--- src/rtl/tdma_timing_pkg.sv ---
`timescale 1ns/1ps
package tdma_timing_pkg;
  // defaults at a 480-ticks-per-microsecond resolution
  localparam int unsigned SLOT_TICKS_DEF  = 14_400_000; // 30.0 ms
  localparam int unsigned BURST_START_DEF = 600_000;    // 1.25 ms guard
  localparam int unsigned BURST_LEN_DEF   = 13_200_000; // 27.5 ms
  localparam int unsigned REF_OFFSET_DEF  = 8_400_000;  // end of sync field
  localparam int unsigned NUM_EVT_DEF     = 4;
endpackage

--- src/rtl/tdma_ref_counter.sv ---
`timescale 1ns/1ps
module tdma_ref_counter #(
  parameter int unsigned SLOT_TICKS = 600,
  parameter int unsigned REF_OFFSET = 350,
  parameter int unsigned CNT_W      = 10
) (
  input  logic             clk_i,
  input  logic             rst_ni,
  input  logic             tick_i,
  input  logic             sync_i,
  output logic [CNT_W-1:0] pos_o,
  output logic             locked_o,
  output logic             adv_o
);
  localparam logic [CNT_W-1:0] LAST = CNT_W'(SLOT_TICKS - 1);
  localparam logic [CNT_W-1:0] REF  = CNT_W'(REF_OFFSET);

  logic lock_tick;
  assign lock_tick = tick_i & sync_i;

  always_ff @(posedge clk_i or negedge rst_ni) begin
    if (!rst_ni) begin
      pos_o    <= '0;
      locked_o <= 1'b0;
      adv_o    <= 1'b0;
    end else begin
      adv_o <= tick_i & (sync_i | locked_o);
      if (lock_tick) begin
        pos_o    <= REF;
        locked_o <= 1'b1;
      end else if (tick_i && locked_o) begin
        pos_o <= (pos_o == LAST) ? '0 : pos_o + 1'b1;
      end
    end
  end
endmodule

--- src/rtl/tdma_event_match.sv ---
`timescale 1ns/1ps
module tdma_event_match #(
  parameter int unsigned CNT_W = 10
) (
  input  logic             adv_i,
  input  logic [CNT_W-1:0] pos_i,
  input  logic [CNT_W-1:0] off_i,
  output logic             hit_o
);
  assign hit_o = adv_i & (pos_i == off_i);
endmodule

--- src/rtl/tdma_burst_window.sv ---
`timescale 1ns/1ps
module tdma_burst_window #(
  parameter int unsigned CNT_W       = 10,
  parameter int unsigned BURST_START = 25,
  parameter int unsigned BURST_LEN   = 550
) (
  input  logic             locked_i,
  input  logic [CNT_W-1:0] pos_i,
  output logic             win_o
);
  localparam logic [CNT_W:0] LO = (CNT_W+1)'(BURST_START);
  localparam logic [CNT_W:0] HI = (CNT_W+1)'(BURST_START + BURST_LEN);

  logic [CNT_W:0] pos_ext;
  assign pos_ext = {1'b0, pos_i};
  assign win_o   = locked_i & (pos_ext >= LO) & (pos_ext < HI);
endmodule

--- src/rtl/tdma_slot_timer.sv ---
`timescale 1ns/1ps
module tdma_slot_timer
  import tdma_timing_pkg::*;
#(
  parameter int unsigned SLOT_TICKS  = SLOT_TICKS_DEF,
  parameter int unsigned BURST_START = BURST_START_DEF,
  parameter int unsigned BURST_LEN   = BURST_LEN_DEF,
  parameter int unsigned REF_OFFSET  = REF_OFFSET_DEF,
  parameter int unsigned NUM_EVT     = NUM_EVT_DEF,
  localparam int unsigned CNT_W      = $clog2(SLOT_TICKS)
) (
  input  logic                          clk_i,
  input  logic                          rst_ni,
  input  logic                          tick_i,
  input  logic                          sync_i,
  input  logic [NUM_EVT-1:0][CNT_W-1:0] evt_off_i,
  output logic                          locked_o,
  output logic                          slot_start_o,
  output logic                          burst_win_o,
  output logic [NUM_EVT-1:0]            evt_o
);
  logic [CNT_W-1:0] pos;
  logic             adv;

  tdma_ref_counter #(
    .SLOT_TICKS(SLOT_TICKS),
    .REF_OFFSET(REF_OFFSET),
    .CNT_W     (CNT_W)
  ) u_cnt (
    .clk_i   (clk_i),
    .rst_ni  (rst_ni),
    .tick_i  (tick_i),
    .sync_i  (sync_i),
    .pos_o   (pos),
    .locked_o(locked_o),
    .adv_o   (adv)
  );

  tdma_burst_window #(
    .CNT_W      (CNT_W),
    .BURST_START(BURST_START),
    .BURST_LEN  (BURST_LEN)
  ) u_win (
    .locked_i(locked_o),
    .pos_i   (pos),
    .win_o   (burst_win_o)
  );

  tdma_event_match #(.CNT_W(CNT_W)) u_start (
    .adv_i(adv),
    .pos_i(pos),
    .off_i('0),
    .hit_o(slot_start_o)
  );

  for (genvar k = 0; k < NUM_EVT; k++) begin : g_evt
    tdma_event_match #(.CNT_W(CNT_W)) u_evt (
      .adv_i(adv),
      .pos_i(pos),
      .off_i(evt_off_i[k]),
      .hit_o(evt_o[k])
    );
  end
endmodule

--- config.mk ---
export PLATFORM = sky130hd
export DESIGN_NAME = tdma_slot_timer
export DESIGN_NICKNAME = d
export VERILOG_FILES = /design/src/rtl/tdma_timing_pkg.sv /design/src/rtl/tdma_ref_counter.sv /design/src/rtl/tdma_event_match.sv /design/src/rtl/tdma_burst_window.sv /design/src/rtl/tdma_slot_timer.sv
export SDC_FILE = /design/constraint.sdc
export NUM_CORES = 1
export LEC_CHECK = 0
export CORE_MARGIN = 3
export CORE_UTILIZATION = 65
export DETAILED_ROUTE_END_ITERATION = 6
export DONT_BUFFER_PORTS = 1
export PLACE_DENSITY = 0.83
export SETUP_SLACK_MARGIN = 0.2
export SYNTH_ARGS = -nofsm -noshare
export SYNTH_HDL_FRONTEND = slang
export SYNTH_HIERARCHICAL = 1
export SYNTH_SLANG_ARGS = --single-unit
--- constraint.sdc ---
create_clock -name clk_i -period 5.3 [get_ports clk_i]
set_clock_uncertainty 0.15 [all_clocks]
set_input_delay 1.06 -clock clk_i [delete_from_list [all_inputs] [get_ports clk_i]]
set_output_delay 1.06 -clock clk_i [all_outputs]
set_load 0.02 [all_outputs]
==> reports/qor.yml <==
postSynthAreaPerCell_sq_um: 8.59
drive_above_1_share_pct: 6.50
fin_crit_ns: 3.46
status: "finished clean"
coreArea_sq_mm: 0.00420
die_w_um: 73.5
hpwlAfterDp_mm: 6.32
ys.flop_type: "dfrtp_1"
grt_pass1_vias: 2597
firstDrtPassIters: 5
fp.dieArea_sq_mm: 0.00541
p_per_area_mw_per_mm2: 160
slowest_delay_ns: 0.61
fin_nets: 471
period_share_pct: 65.2
ioPinCount: 107
ys_warn_count: 6
area_delta_synth_final_pct: 6.54
relSlewSlack_pct: 44.9
grtUsageTotal_pct: 29.6
grt_start_max_net_pins: 27
cap_violations: 0
max_freq_ghz: 0.289
crit_path_max_fanout: 12
crit_path_start: "u_cnt/pos_o[13]"
cts_root_buffer: "clkbuf_8"
num_rows: 23
rsz0062_at_grt: "false"
finalHoldViolCount: 0
cpMaxStageDelayCell: "dfrtp_1"
yosysTopAreaCell: "xor2_1"
worstPathArrival_ns: 2.25
cts.sinks: 26
worstPathCellList: "xor2_1 -> nor4_1 -> nand3_1 -> nor4_2"
cts_setup_buffers: 0
clkTransAtPathRegs_ns: 0.09
drc: 0
mostFrequentLayoutCell: "xor2_1"
finalSetupTns_ns: 0
drt-initial-drc-count: 245
finalInstanceArea_sq_mm: 0.00316
ys_async_sr_fraction_pct: 100
slew_violations: 0
final_cell_mix: "xor2_1, xnor2_1, dfrtp_1, conb_1, nand2_1"
hold_buffers: 0
numCtsBuffers: 3
critPathRequiredTime_ns: 4.09
utilization_pct: 75.2
yosysUniqueCellTypes: 49
synth_top_area_share_pct: 22.2
worst_slew_pin_slew_ns: 0.820
finalSetupViolCount: 0
clk_latency_ns: 0.27
fillCellCount: 330
die_y_um: 73.5
vias: 2790
post_drt_wl_per_cell_um: 20.2
ant_nets: 0
synthCells: 345
seqCellArea_sq_um: 651
p_leak_uw: 0.00121
io_buffer_count: 0
via_per_inst: 6.66
cts_tree: "built"
cts_max_path_buffers: 2
h-tree-depth: 1
grt_pass1_wl_mm: 12.5
drt-total-wl_mm: 8.44
gp_congestion: 0.920
antenna_found_initial: 0
synth_area_leaders: "xor2_1, dfrtp_1, xnor2_1"
cts-resized-gates: 0
antenna_cells: 0
overflow: 0
synth-seq-cells: 26
placed_area_sq_mm: 0.00310
ys_seq_area_share_pct: 22.0
irDropWorstVdd_mv: 0.227
synth_area_sq_mm: 0.00296
start_util_pct: 70.5
end_kind: "output port"
crit_type: "flip-flop to output port"
crit_path_start_kind: "flip-flop"
synth-edff-count: 0
r2r-start: "u_cnt/pos_o[0]"
hp-class: "primary input to asynchronous set/reset pin"
multiInputGateArea_sq_mm: 0.00236
==> layer usage <==
metal	vias to the layer above	share of wire (%)	track usage (%)
li1	1290	-	-
met1	1312	37	36.3
met2	166	50	51.5
met3	22	11	4.65
met4	0	2.3	12.1
met5	-	0	0
==> critical path: cells and delay by family (launching register included) <==
kind	cells	cell delay (ns)
AND/OR/NAND/NOR	3	1.13
XOR/XNOR	1	0.24
flip-flops	1	0.61
==> cell usage after synthesis, types with 2 or more instances <==
library cell,instances
a21o_1,2
a21oi_1,16
a21oi_2,2
a2bb2oi_1,2
a31oi_1,14
a41oi_1,6
and2_1,3
and3_1,2
buf_2,2
clkbuf_1,2
dfrtp_1,26
inv_1,5
mux2i_1,3
nand2_1,22
nand2b_1,2
nand3_1,21
nand4_1,15
nand4bb_1,3
nor2_1,9
nor3_1,8
nor4_1,16
nor4_2,6
nor4_4,2
o211ai_1,2
o21a_1,2
o21ai_0,11
xnor2_1,45
xor2_1,75
==> per-stage QoR <==
stage | worst slack [ns] | hold slack, ns | cells | total power (uW)
after global routing | 1.76 | 0.307 | 419 | 531
after global placement | 1.90 | 0.583 | 415 | 373
after floorplan | 2.04 | 0.501 | 368 | 350
after CTS | 1.89 | 0.319 | 419 | 506
final | 1.84 | 0.321 | 419 | 506
after detailed placement | 1.89 | 0.594 | 415 | 380
==> registers in the layout, indices dropped and copies added (netlist names) <==
signal          count
u_cnt/adv_o         1
u_cnt/locked_o      1
u_cnt/pos_o        24
==> kinds of logic after synthesis <==
| group | count (synthesis) | synth area share (%) |
|---|---|---|
| AO/OA/AOI/OAI | 66 | 14.8 |
| XOR/XNOR | 120 | 35.5 |
| adder cells (fa/ha/maj) | 1 | 0.422 |
| buffers and inverters | 9 | 1.22 |
| flip-flops | 26 | 22.0 |
| multiplexers | 4 | 1.39 |
| other | 1 | 0.127 |
| AND/OR/NAND/NOR | 118 | 24.6 |
==> path summary, 6_finish.rpt <==
| check | depth (start not counted) | slack (ns) | end |
|---|---|---|---|
| max in group asynchronous | 0 | 4.60 | u_cnt/pos_o[5] |
| worst min-delay path | 0 | 0.32 | u_cnt/pos_o[22] |
| worst max register to register | 6 | 2.66 | u_cnt/pos_o[15] |
| worst max-delay path | 4 | 1.84 | slot_start_o |
| worst min register to register | 2 | 0.61 | u_cnt/pos_o[21] |
| min in group clk_i | 2 | 0.61 | u_cnt/pos_o[21] |
==> power breakdown <==
group / switching [uW] / leakage (uW) / internal [uW]
clock: 61.2 / 0.0000288 / 66.4
sequential: 46.8 / 0.000325 / 208
combinational: 56.0 / 0.000856 / 68.1
total: 164 / 0.00121 / 342
==> final cells by class <==
type                            count  area share (%)
Tap cell                           50            1.98
Multi-Input combinational cell    333            74.8
Timing Repair Buffer                1           0.238
Sequential cell                    26            20.6
Clock buffer                        4            1.74
Inverter                            5           0.594
Note: power is estimated with default switching activity, not from simulation.
